==> config.mk <==
export PLATFORM = sky130hd
export DESIGN_NAME = sdram_cmd_encoder
export DESIGN_NICKNAME = d
export VERILOG_FILES = /design/src/rtl/sdcmd_pkg.sv /design/src/rtl/sdcmd_decode.sv /design/src/rtl/sdcmd_pwr.sv /design/src/rtl/sdcmd_mask.sv /design/src/rtl/sdram_cmd_encoder.sv
export SDC_FILE = /design/constraint.sdc
export NUM_CORES = 1
export LEC_CHECK = 0
export ABC_AREA = 1
export BUFFER_PORTS_ARGS = -buffer_cell sky130_fd_sc_hd__buf_2
export CORE_ASPECT_RATIO = 0.5
export CORE_MARGIN = 2
export CORE_UTILIZATION = 45
export CTS_CLUSTER_DIAMETER = 100
export DETAILED_ROUTE_END_ITERATION = 10
export PLACE_DENSITY = 0.71
export SKIP_CTS_REPAIR_TIMING = 1
export SYNTH_ARGS = -nofsm -noshare
export SYNTH_HDL_FRONTEND = slang
export SYNTH_SLANG_ARGS = --single-unit
==> constraint.sdc <==
create_clock -name clk -period 4.1 [get_ports clk]
set_clock_uncertainty 0.1 [all_clocks]
set_input_delay 0.41 -clock clk [delete_from_list [all_inputs] [get_ports clk]]
set_output_delay 0.41 -clock clk [all_outputs]
set_load 0.02 [all_outputs]
==> src/rtl/sdcmd_pkg.sv <==
`timescale 1ns/1ps
package sdcmd_pkg;

  typedef enum logic [2:0] {
    OP_NOP = 3'd0,
    OP_ACT = 3'd1,
    OP_RD  = 3'd2,
    OP_WR  = 3'd3,
    OP_PRE = 3'd4,
    OP_PDN = 3'd5,
    OP_PUP = 3'd6,
    OP_RSV = 3'd7
  } sd_op_e;

  // {cs_n, ras_n, cas_n, we_n}
  localparam logic [3:0] PIN_ACT   = 4'b0011;
  localparam logic [3:0] PIN_RD    = 4'b0101;
  localparam logic [3:0] PIN_WR    = 4'b0100;
  localparam logic [3:0] PIN_PRE   = 4'b0010;
  localparam logic [3:0] PIN_NOP   = 4'b0111;
  localparam logic [3:0] PIN_DESEL = 4'b1111;

  typedef enum logic [1:0] {
    PS_RUN  = 2'd0,
    PS_HOLD = 2'd1,
    PS_DOWN = 2'd2
  } pwr_st_e;

endpackage

==> src/rtl/sdcmd_decode.sv <==
`timescale 1ns/1ps
module sdcmd_decode
  import sdcmd_pkg::*;
#(
  parameter int ROW_W  = 11,
  parameter int COL_W  = 8,
  parameter int BANK_W = 2
) (
  input  sd_op_e              op,
  input  logic [BANK_W-1:0]   bank,
  input  logic [ROW_W-1:0]    addr_in,
  input  logic                auto_pre,
  input  logic                all_banks,
  output logic [3:0]          pins,
  output logic [ROW_W-1:0]    addr_out,
  output logic [BANK_W-1:0]   ba_out
);
  localparam int FLAG_BIT = ROW_W - 1;

  always_comb begin
    pins     = PIN_NOP;
    addr_out = '0;
    ba_out   = '0;
    unique case (op)
      OP_ACT: begin
        pins     = PIN_ACT;
        addr_out = addr_in;
        ba_out   = bank;
      end
      OP_RD, OP_WR: begin
        pins                  = (op == OP_RD) ? PIN_RD : PIN_WR;
        addr_out[COL_W-1:0]   = addr_in[COL_W-1:0];
        addr_out[FLAG_BIT]    = auto_pre;
        ba_out                = bank;
      end
      OP_PRE: begin
        pins               = PIN_PRE;
        addr_out[FLAG_BIT] = all_banks;
        ba_out             = all_banks ? '0 : bank;
      end
      default: begin
        pins = PIN_NOP;
      end
    endcase
  end

endmodule

==> src/rtl/sdcmd_pwr.sv <==
`timescale 1ns/1ps
module sdcmd_pwr
  import sdcmd_pkg::*;
#(
  parameter int BURST_LEN = 4,
  parameter int CNT_W     = $clog2(BURST_LEN + 1)
) (
  input  logic   clk,
  input  logic   rst,
  input  sd_op_e op,
  output logic   pass,
  output logic   desel,
  output logic   cke_nxt,
  output logic   burst_go
);
  pwr_st_e          st_q, st_n;
  logic [CNT_W-1:0] left_q;
  logic             busy;

  assign busy = (left_q != '0);

  always_comb begin
    st_n    = st_q;
    pass    = 1'b0;
    desel   = 1'b0;
    cke_nxt = 1'b1;
    unique case (st_q)
      PS_RUN: begin
        if (op == OP_PDN) begin
          if (busy) begin
            st_n = PS_HOLD;
          end else begin
            st_n    = PS_DOWN;
            cke_nxt = 1'b0;
            desel   = 1'b1;
          end
        end else if (op != OP_PUP) begin
          pass = 1'b1;
        end
      end
      PS_HOLD: begin
        if (!busy) begin
          st_n    = PS_DOWN;
          cke_nxt = 1'b0;
          desel   = 1'b1;
        end
      end
      PS_DOWN: begin
        if (op == OP_PUP) begin
          st_n = PS_RUN;
        end else begin
          cke_nxt = 1'b0;
          desel   = 1'b1;
        end
      end
      default: st_n = PS_RUN;
    endcase
  end

  assign burst_go = pass && (op == OP_RD || op == OP_WR);

  always_ff @(posedge clk) begin
    if (rst) begin
      st_q   <= PS_RUN;
      left_q <= '0;
    end else begin
      st_q <= st_n;
      if (burst_go) begin
        left_q <= CNT_W'(BURST_LEN);
      end else if (busy) begin
        left_q <= left_q - 1'b1;
      end
    end
  end

endmodule

==> src/rtl/sdcmd_mask.sv <==
`timescale 1ns/1ps
module sdcmd_mask #(
  parameter int MASK_W    = 4,
  parameter int BURST_LEN = 4,
  parameter int CAS_LAT   = 3,
  parameter int CNT_W     = $clog2(BURST_LEN + 1)
) (
  input  logic              clk,
  input  logic              rst,
  input  logic              wr_go,
  input  logic              rd_go,
  input  logic [MASK_W-1:0] mask_in,
  output logic [MASK_W-1:0] dqm
);
  localparam int RD_DLY = CAS_LAT - 2;

  logic              rd_launch;
  logic [MASK_W-1:0] rd_mask;

  generate
    if (RD_DLY == 0) begin : g_direct
      assign rd_launch = rd_go;
      assign rd_mask   = mask_in;
    end else begin : g_delay
      logic              v_q [RD_DLY];
      logic [MASK_W-1:0] m_q [RD_DLY];

      always_ff @(posedge clk) begin
        if (rst) begin
          v_q[0] <= 1'b0;
          m_q[0] <= '1;
        end else begin
          v_q[0] <= rd_go;
          m_q[0] <= mask_in;
        end
      end

      for (genvar s = 1; s < RD_DLY; s++) begin : g_stage
        always_ff @(posedge clk) begin
          if (rst) begin
            v_q[s] <= 1'b0;
            m_q[s] <= '1;
          end else begin
            v_q[s] <= v_q[s-1];
            m_q[s] <= m_q[s-1];
          end
        end
      end

      assign rd_launch = v_q[RD_DLY-1];
      assign rd_mask   = m_q[RD_DLY-1];
    end
  endgenerate

  logic [CNT_W-1:0]  beats_q;
  logic [MASK_W-1:0] hold_q;

  always_ff @(posedge clk) begin
    if (rst) begin
      dqm     <= '1;
      hold_q  <= '1;
      beats_q <= '0;
    end else if (wr_go) begin
      dqm     <= mask_in;
      hold_q  <= mask_in;
      beats_q <= CNT_W'(BURST_LEN - 1);
    end else if (rd_launch) begin
      dqm     <= rd_mask;
      hold_q  <= rd_mask;
      beats_q <= CNT_W'(BURST_LEN - 1);
    end else if (beats_q != '0) begin
      dqm     <= hold_q;
      beats_q <= beats_q - 1'b1;
    end else begin
      dqm <= '1;
    end
  end

endmodule

==> src/rtl/sdram_cmd_encoder.sv <==
`timescale 1ns/1ps
module sdram_cmd_encoder
  import sdcmd_pkg::*;
#(
  parameter int ROW_W     = 11,
  parameter int COL_W     = 8,
  parameter int BANK_W    = 2,
  parameter int MASK_W    = 4,
  parameter int BURST_LEN = 4,
  parameter int CAS_LAT   = 3
) (
  input  logic              clk,
  input  logic              rst,
  input  logic [2:0]        req_op,
  input  logic [BANK_W-1:0] req_bank,
  input  logic [ROW_W-1:0]  req_addr,
  input  logic              req_auto_pre,
  input  logic              req_all_banks,
  input  logic [MASK_W-1:0] req_mask,
  output logic              cs_n,
  output logic              ras_n,
  output logic              cas_n,
  output logic              we_n,
  output logic [ROW_W-1:0]  addr,
  output logic [BANK_W-1:0] ba,
  output logic              cke,
  output logic [MASK_W-1:0] dqm
);
  localparam int CNT_W = $clog2(BURST_LEN + 1);

  sd_op_e            op_in, op_eff;
  logic              pass, desel, cke_nxt, burst_go;
  logic [3:0]        dec_pins;
  logic [ROW_W-1:0]  dec_addr;
  logic [BANK_W-1:0] dec_ba;

  assign op_in  = sd_op_e'(req_op);
  assign op_eff = pass ? op_in : OP_NOP;

  sdcmd_pwr #(.BURST_LEN(BURST_LEN), .CNT_W(CNT_W)) u_pwr (
    .clk      (clk),
    .rst      (rst),
    .op       (op_in),
    .pass     (pass),
    .desel    (desel),
    .cke_nxt  (cke_nxt),
    .burst_go (burst_go)
  );

  sdcmd_decode #(.ROW_W(ROW_W), .COL_W(COL_W), .BANK_W(BANK_W)) u_dec (
    .op        (op_eff),
    .bank      (req_bank),
    .addr_in   (req_addr),
    .auto_pre  (req_auto_pre),
    .all_banks (req_all_banks),
    .pins      (dec_pins),
    .addr_out  (dec_addr),
    .ba_out    (dec_ba)
  );

  sdcmd_mask #(.MASK_W(MASK_W), .BURST_LEN(BURST_LEN), .CAS_LAT(CAS_LAT),
               .CNT_W(CNT_W)) u_mask (
    .clk     (clk),
    .rst     (rst),
    .wr_go   (burst_go && op_in == OP_WR),
    .rd_go   (burst_go && op_in == OP_RD),
    .mask_in (req_mask),
    .dqm     (dqm)
  );

  always_ff @(posedge clk) begin
    if (rst) begin
      {cs_n, ras_n, cas_n, we_n} <= PIN_DESEL;
      addr <= '0;
      ba   <= '0;
      cke  <= 1'b1;
    end else begin
      {cs_n, ras_n, cas_n, we_n} <= desel ? PIN_DESEL : dec_pins;
      addr <= dec_addr;
      ba   <= dec_ba;
      cke  <= cke_nxt;
    end
  end

endmodule

==> impl_results.md, run 1 <==
- Result of the run: complete, no violations
- Total inserted antenna cells: 0
- Data arrival time of the worst path: 1.61 ns
- Dpl hpwl: 2230 um
- Kind of end point of the critical path: register
- Number of nets still failing antenna checks after routing: 0
- Die X-Extent: 87.2 um
- RSZ-0062 raised after global routing: false
- Worst hold slack: 0.219 ns
- Actual slew at the worst max-slew pin: 0.457 ns
- Sum of overflow across all layers after global routing: 0
- Footprint of the flip-flops and latches: 781 um^2
- Final setup viols: 0
- Clock tree from TritonCTS: built
- Worst Path Required: 4.18 ns
- Max Cap Viol: 0
- # port buffers: 45
- Vias in the first global route: 1099
- Routed wire length: 2990 um
- Area occupied by multi-input gates: 626 um^2
- Mean number of vias per cell: 4.62
- Static leakage: 1.02 nW
- Global-route usage over all layers: 0.163
- Total number of yosys warnings: 0
- First-pass GRT wire length: 4800 um
- Post-route DRC: 0
- Power density normalized to cell area: 540 nW/um^2
- Sequential fraction of the synthesis area: 0.502
- Detailed Route Iter0 Violations: 57
- Top-level I/O count: 46
- Fill cell instance count of the final layout: 345
- Routed WL per cell: 10.3 um
- Number of sinks handled by clock tree synthesis: 39
- Initial antenna violation count: 0
- FF+latch count, synth: 39
- Leading cell type in the layout, fill and taps excluded: nand2_1
- Clock transition at the register clock pins on the worst setup and hold paths after CTS: 0.07 ns
- Fraction of final layout cells sized beyond drive strength 1: 0.254
- Vias post-DR: 1340
- Slew headroom: 0.695
- Layout Nets: 275
- Starting utilization of the core area: 0.461
- Pin count of the biggest net entering global routing: 16
- Worst-skew pair later-pin latency: 0.28 ns
- Area of the die: 3970 um^2
- Hold violation count in the final report: 0
- Type of the worst setup path: reg -> reg
- Maximum operating frequency: 653 MHz
- Final standard cell utilization of the core: 0.557
- Layout-stage area growth over the synthesis result: 20.9%
- Rows: 15
- Gate Count Post-Synth: 201
- Die Height: 45.6 um
- Most frequent cells in the layout: nand2_1 (46), buf_2 (45), dfxtp_1 (39), nand3_1 (29), inv_1 (28)
- Clock period minus final worst setup slack: 1.53 ns
- Mean cell area of the mapped netlist: 7.74 um^2
- Final Cycle Share: 0.373
- Deepest clock path buffer count: 2
- Kind of start point of the critical path: register
- Initial DRT Pass Iterations: 4
- Root Buffer Master: clkbuf_8
- Max FO, Critical Path: 7
- H-tree levels: 2
- Maximum vdd drop: 0.256 mV
- Syn Nets: 229
- Clock buffer count from CTS: 5
- Max Transition Viols Final: 0
- Number of distinct standard cells referenced by the synthesized netlist: 23
- TNS Setup: 0 ns
- Netlist Area Pre-Place: 1560 um^2
- Min-delay worst type: in -> reg
- Core outline area: 3380 um^2
- Gpl congestion: 0.848
-- kinds of logic (layout without fill, tap and decap cells) --
group,count (synthesis),count (layout),share of synthesized area
fa+ha+maj,4,4,0.0322
simple gates,113,113,0.335
xor+xnor,3,3,0.0169
buf+inv,37,84,0.0965
flops,39,39,0.502
compound gates,5,5,0.0177
-- critical path: stages, from the launching register on --
cell,delay [ns]
dfxtp_1,0.32
inv_1,0.10
ha_1,0.15
inv_1,0.03
nor2_1,0.31
nand2_1,0.09
nand2_1,0.08
nand2_1,0.08
nor2_1,0.12
inv_1,0.05
-- registers in the layout (all words and copies together) (netlist names) --
register and count:
addr 11, cke 1, u_mask.hold_q 4, u_pwr.left_q 3, cas_n 1, cs_n 1
u_mask.g_delay.m_q 4, we_n 1, ba 2, ras_n 1, u_mask.beats_q 3, u_pwr.st_q 2
u_mask.dqm 4, u_mask.g_delay.v_q 1
-- path summary, 6_finish.rpt --
kind | slack, ns | end | cells past startpoint | start
max | 2.57 | cke | 9 | u_pwr.left_q[0]
min | 0.22 | u_mask.g_delay.m_q[0][3] | 2 | req_mask[3]
max reg2reg | 2.57 | cke | 9 | u_pwr.left_q[0]
min reg2reg | 0.36 | u_pwr.left_q[1] | 2 | u_pwr.left_q[1]
-- cell type report --
type / count / share of cell area
repair buffers: 45 / 0.120
flip-flops and latches: 39 / 0.415
clock inverters: 1 / 0.00266
inverters: 31 / 0.0618
multi-input cells: 125 / 0.332
clock buffers: 7 / 0.0406
well taps: 42 / 0.0279
-- cell usage after synthesis, drive strengths merged --
master | count | area, um^2
a21oi | 2 | 10.0
nor4 | 1 | 6.26
nor3 | 1 | 16.3
o31ai | 1 | 7.51
nand2 | 47 | 179
nor2 | 24 | 97.6
clkbuf | 2 | 7.51
nand3 | 29 | 145
nor3b | 2 | 15.0
or2 | 5 | 31.3
dfxtp | 39 | 781
buf | 4 | 26.3
ha | 4 | 50.1
o21ai | 2 | 10.0
inv | 31 | 116
nand4 | 4 | 31.3
xnor2 | 1 | 8.76
xor2 | 2 | 17.5
-- per-stage QoR --
stage,instance area [um^2],setup slack [ns],instances,power (mW)
after global routing,1880,2.35,290,1.10
after CTS,1880,2.56,290,1.03
after floorplan,1560,2.76,201,0.708
after detailed placement,1800,2.42,282,0.785
after global placement,1800,2.47,282,0.770
final,1880,2.57,290,1.02
-- per-layer routing --
layer / up-vias / wire length (um) / GRT usage
li1: 714 / - / -
met1: 601 / 1440 / 0.206
met2: 23 / 1400 / 0.256
met3: 2 / 127 / 0.0598
met4: 0 / 26 / 0.0738
met5: - / 0 / 0
-- power by group --
| group | switching (mW) | leakage (nW) | internal, mW | total [mW] |
|---|---|---|---|---|
| sequential | 0.0263 | 0.321 | 0.436 | 0.463 |
| clock | 0.124 | 0.0422 | 0.119 | 0.244 |
| combinational | 0.189 | 0.660 | 0.121 | 0.310 |
| total | 0.340 | 1.02 | 0.676 | 1.02 |
(Power assumes the default switching activity.)
==> inputs of run 2 (changes only) <==
Settings changed: PLACE_DENSITY 0.71 to 0.74.
Clock period 4.1 ns to 1.4 ns, I/O delays scaled along.
==> impl_results.md, run 2 (synthesized netlist as in run 1, its figures left out) <==
- Worst Path Required: 1.48 ns
- CP delay by family, top: simple AND/OR/NAND/NOR gates
- Gpl congestion: 0.824
- Type of the worst setup path: reg -> reg
- Cell Area, Placed: 1840 um^2
- Clock buffer count from CTS: 5
- Area occupied by multi-input gates: 643 um^2
- Clock period minus final worst setup slack: 1.33 ns
- Core outline area: 3380 um^2
- Post-route DRC: 0
- Number of cells on the worst reg-to-reg path: 9
- Worst-skew pair later-pin latency: 0.29 ns
- Min-delay worst type: in -> reg
- Final standard cell utilization of the core: 0.609
- Root Buffer Master: clkbuf_8
- Worst hold slack: -0.0189 ns
- RSZ-0062 raised after global routing: true
- Data arrival time of the worst path: 1.41 ns
- Net Sw Power: 1.05 mW
- Clock transition at the register clock pins on the worst setup and hold paths after CTS: 0.07 ns
- Layout Nets: 292
- Routed WL per cell: 10.6 um
- Cell-internal power: 2.06 mW
- Vias post-DR: 1429
- Final setup viols: 0
- Kind of end point of the critical path: register
- Most frequent cells in the layout: nand2_1 (45), buf_2 (45), dfxtp_1 (39), inv_1 (28), nand3_1 (28)
- CP max stage cell: dfxtp_1
- Slew headroom: 0.798
- Dpl hpwl: 2260 um
- Power density normalized to cell area: 1510 nW/um^2
- Die X-Extent: 87.2 um
- Die Height: 45.6 um
- Kind of start point of the critical path: register
- Pin count of the biggest net entering global routing: 12
- Static leakage: 1.10 nW
- Worst path bufs/invs: 3
- Fraction of final layout cells sized beyond drive strength 1: 0.272
- Placed cell count: 287
- Fill cell instance count of the final layout: 291
- Number of nets still failing antenna checks after routing: 0
- Maximum operating frequency: 753 MHz
- Longest individual stage delay on the worst path: 0.31 ns
- Hold violation count in the final report: 2
- Share of total power in the clock network: 0.230
- Top register by number of flip-flops: addr
- Area of the die: 3970 um^2
- Maximum vdd drop: 1.01 mV
- Final instance count without filler cells: 307
- Flip-flop count of the largest register after layout: 11
- Initial antenna violation count: 0
- Detailed Route Iter0 Violations: 37
- Layout-stage area growth over the synthesis result: 32.2%
- Worst path setup slack after routing: 0.0717 ns
- Combinational fraction of design power: 0.332
- Max Cap Viol: 0
- Switching share of power: 0.337
- Starting utilization of the core area: 0.461
- Routed wire length: 3260 um
- Mean number of vias per cell: 4.65
- Initial DRT Pass Iterations: 4
- Footprint of the flip-flops and latches: 781 um^2
- Number of cells on the worst hold path: 3
- Sum of overflow across all layers after global routing: 0
- Deepest clock path buffer count: 2
- Post-placement worst setup slack: -0.0407 ns
- Vias in the first global route: 1186
- Sequential share of power: 0.438
- Final instance area: 2060 um^2
- Clock tree from TritonCTS: built
- Rows: 15
- # port buffers: 45
- Worst path depth: 9
- List of cells traversed by the critical path: inv_1, ha_1, inv_1, nor2_4, nand2_1, nand2_1, nand2_1, nor2_2, inv_1
- Top-level I/O count: 46
- First-pass GRT wire length: 4810 um
- Total inserted antenna cells: 0
- Max FO, Critical Path: 6
- Final Cycle Share: 0.949
- Max Transition Viols Final: 0
- Result of the run: complete, but fails checks
- Failing checks: hold timing
- Number of sinks handled by clock tree synthesis: 39
- Global-route usage over all layers: 0.158
- H-tree levels: 2
- Actual slew at the worst max-slew pin: 0.303 ns
run 2: area by class of cell:
cell class                 instances  share of cell area
sequential                        39               0.380
multi-input combinational        125               0.313
timing repair buffer              62               0.186
clock inverter                     1             0.00243
tap                               42              0.0255
inverter                          31              0.0566
clock buffer                       7              0.0371
run 2: path summary, 6_finish.rpt:
kind / start / endpoint / slack, ns
setup / recovery: u_pwr.left_q[0] / cke / 0.07
hold / removal: req_bank[1] / ba[1] / -0.02
setup reg to reg: u_pwr.left_q[0] / cke / 0.07
hold reg to reg: u_pwr.left_q[1] / u_pwr.left_q[1] / 0.36
run 2: worst min-delay path, cell delays in order:
cell and delay [ns]:
buf_2 0.10, nand2_1 0.05, nor2_1 0.04
run 2: routing by layer:
| metal | global-route usage | share of wire |
|---|---|---|
| met1 | 0.197 | 0.46 |
| met2 | 0.264 | 0.50 |
| met3 | 0.0543 | 0.029 |
| met4 | 0.0492 | 0.012 |
| met5 | 0 | 0 |
run 2: power groups by stage:
stage | combinational, mW | clock [mW] | sequential (mW)
finish | 1.03 | 0.715 | 1.36
global route | 1.17 | 0.774 | 1.38
CTS | 0.963 | 0.737 | 1.35
detailed placement | 0.957 | 0 | 1.38
global placement | 0.921 | 0 | 1.37
floorplan | 0.631 | 0 | 1.44
run 2: per-stage QoR:
step | TNS, ns | power (mW)
after floorplan | 0 | 2.07
after detailed placement | -0.0407 | 2.33
final | 0 | 3.10
after CTS | -0.0527 | 3.05
after global placement | 0 | 2.29
after global routing | -0.0632 | 3.32
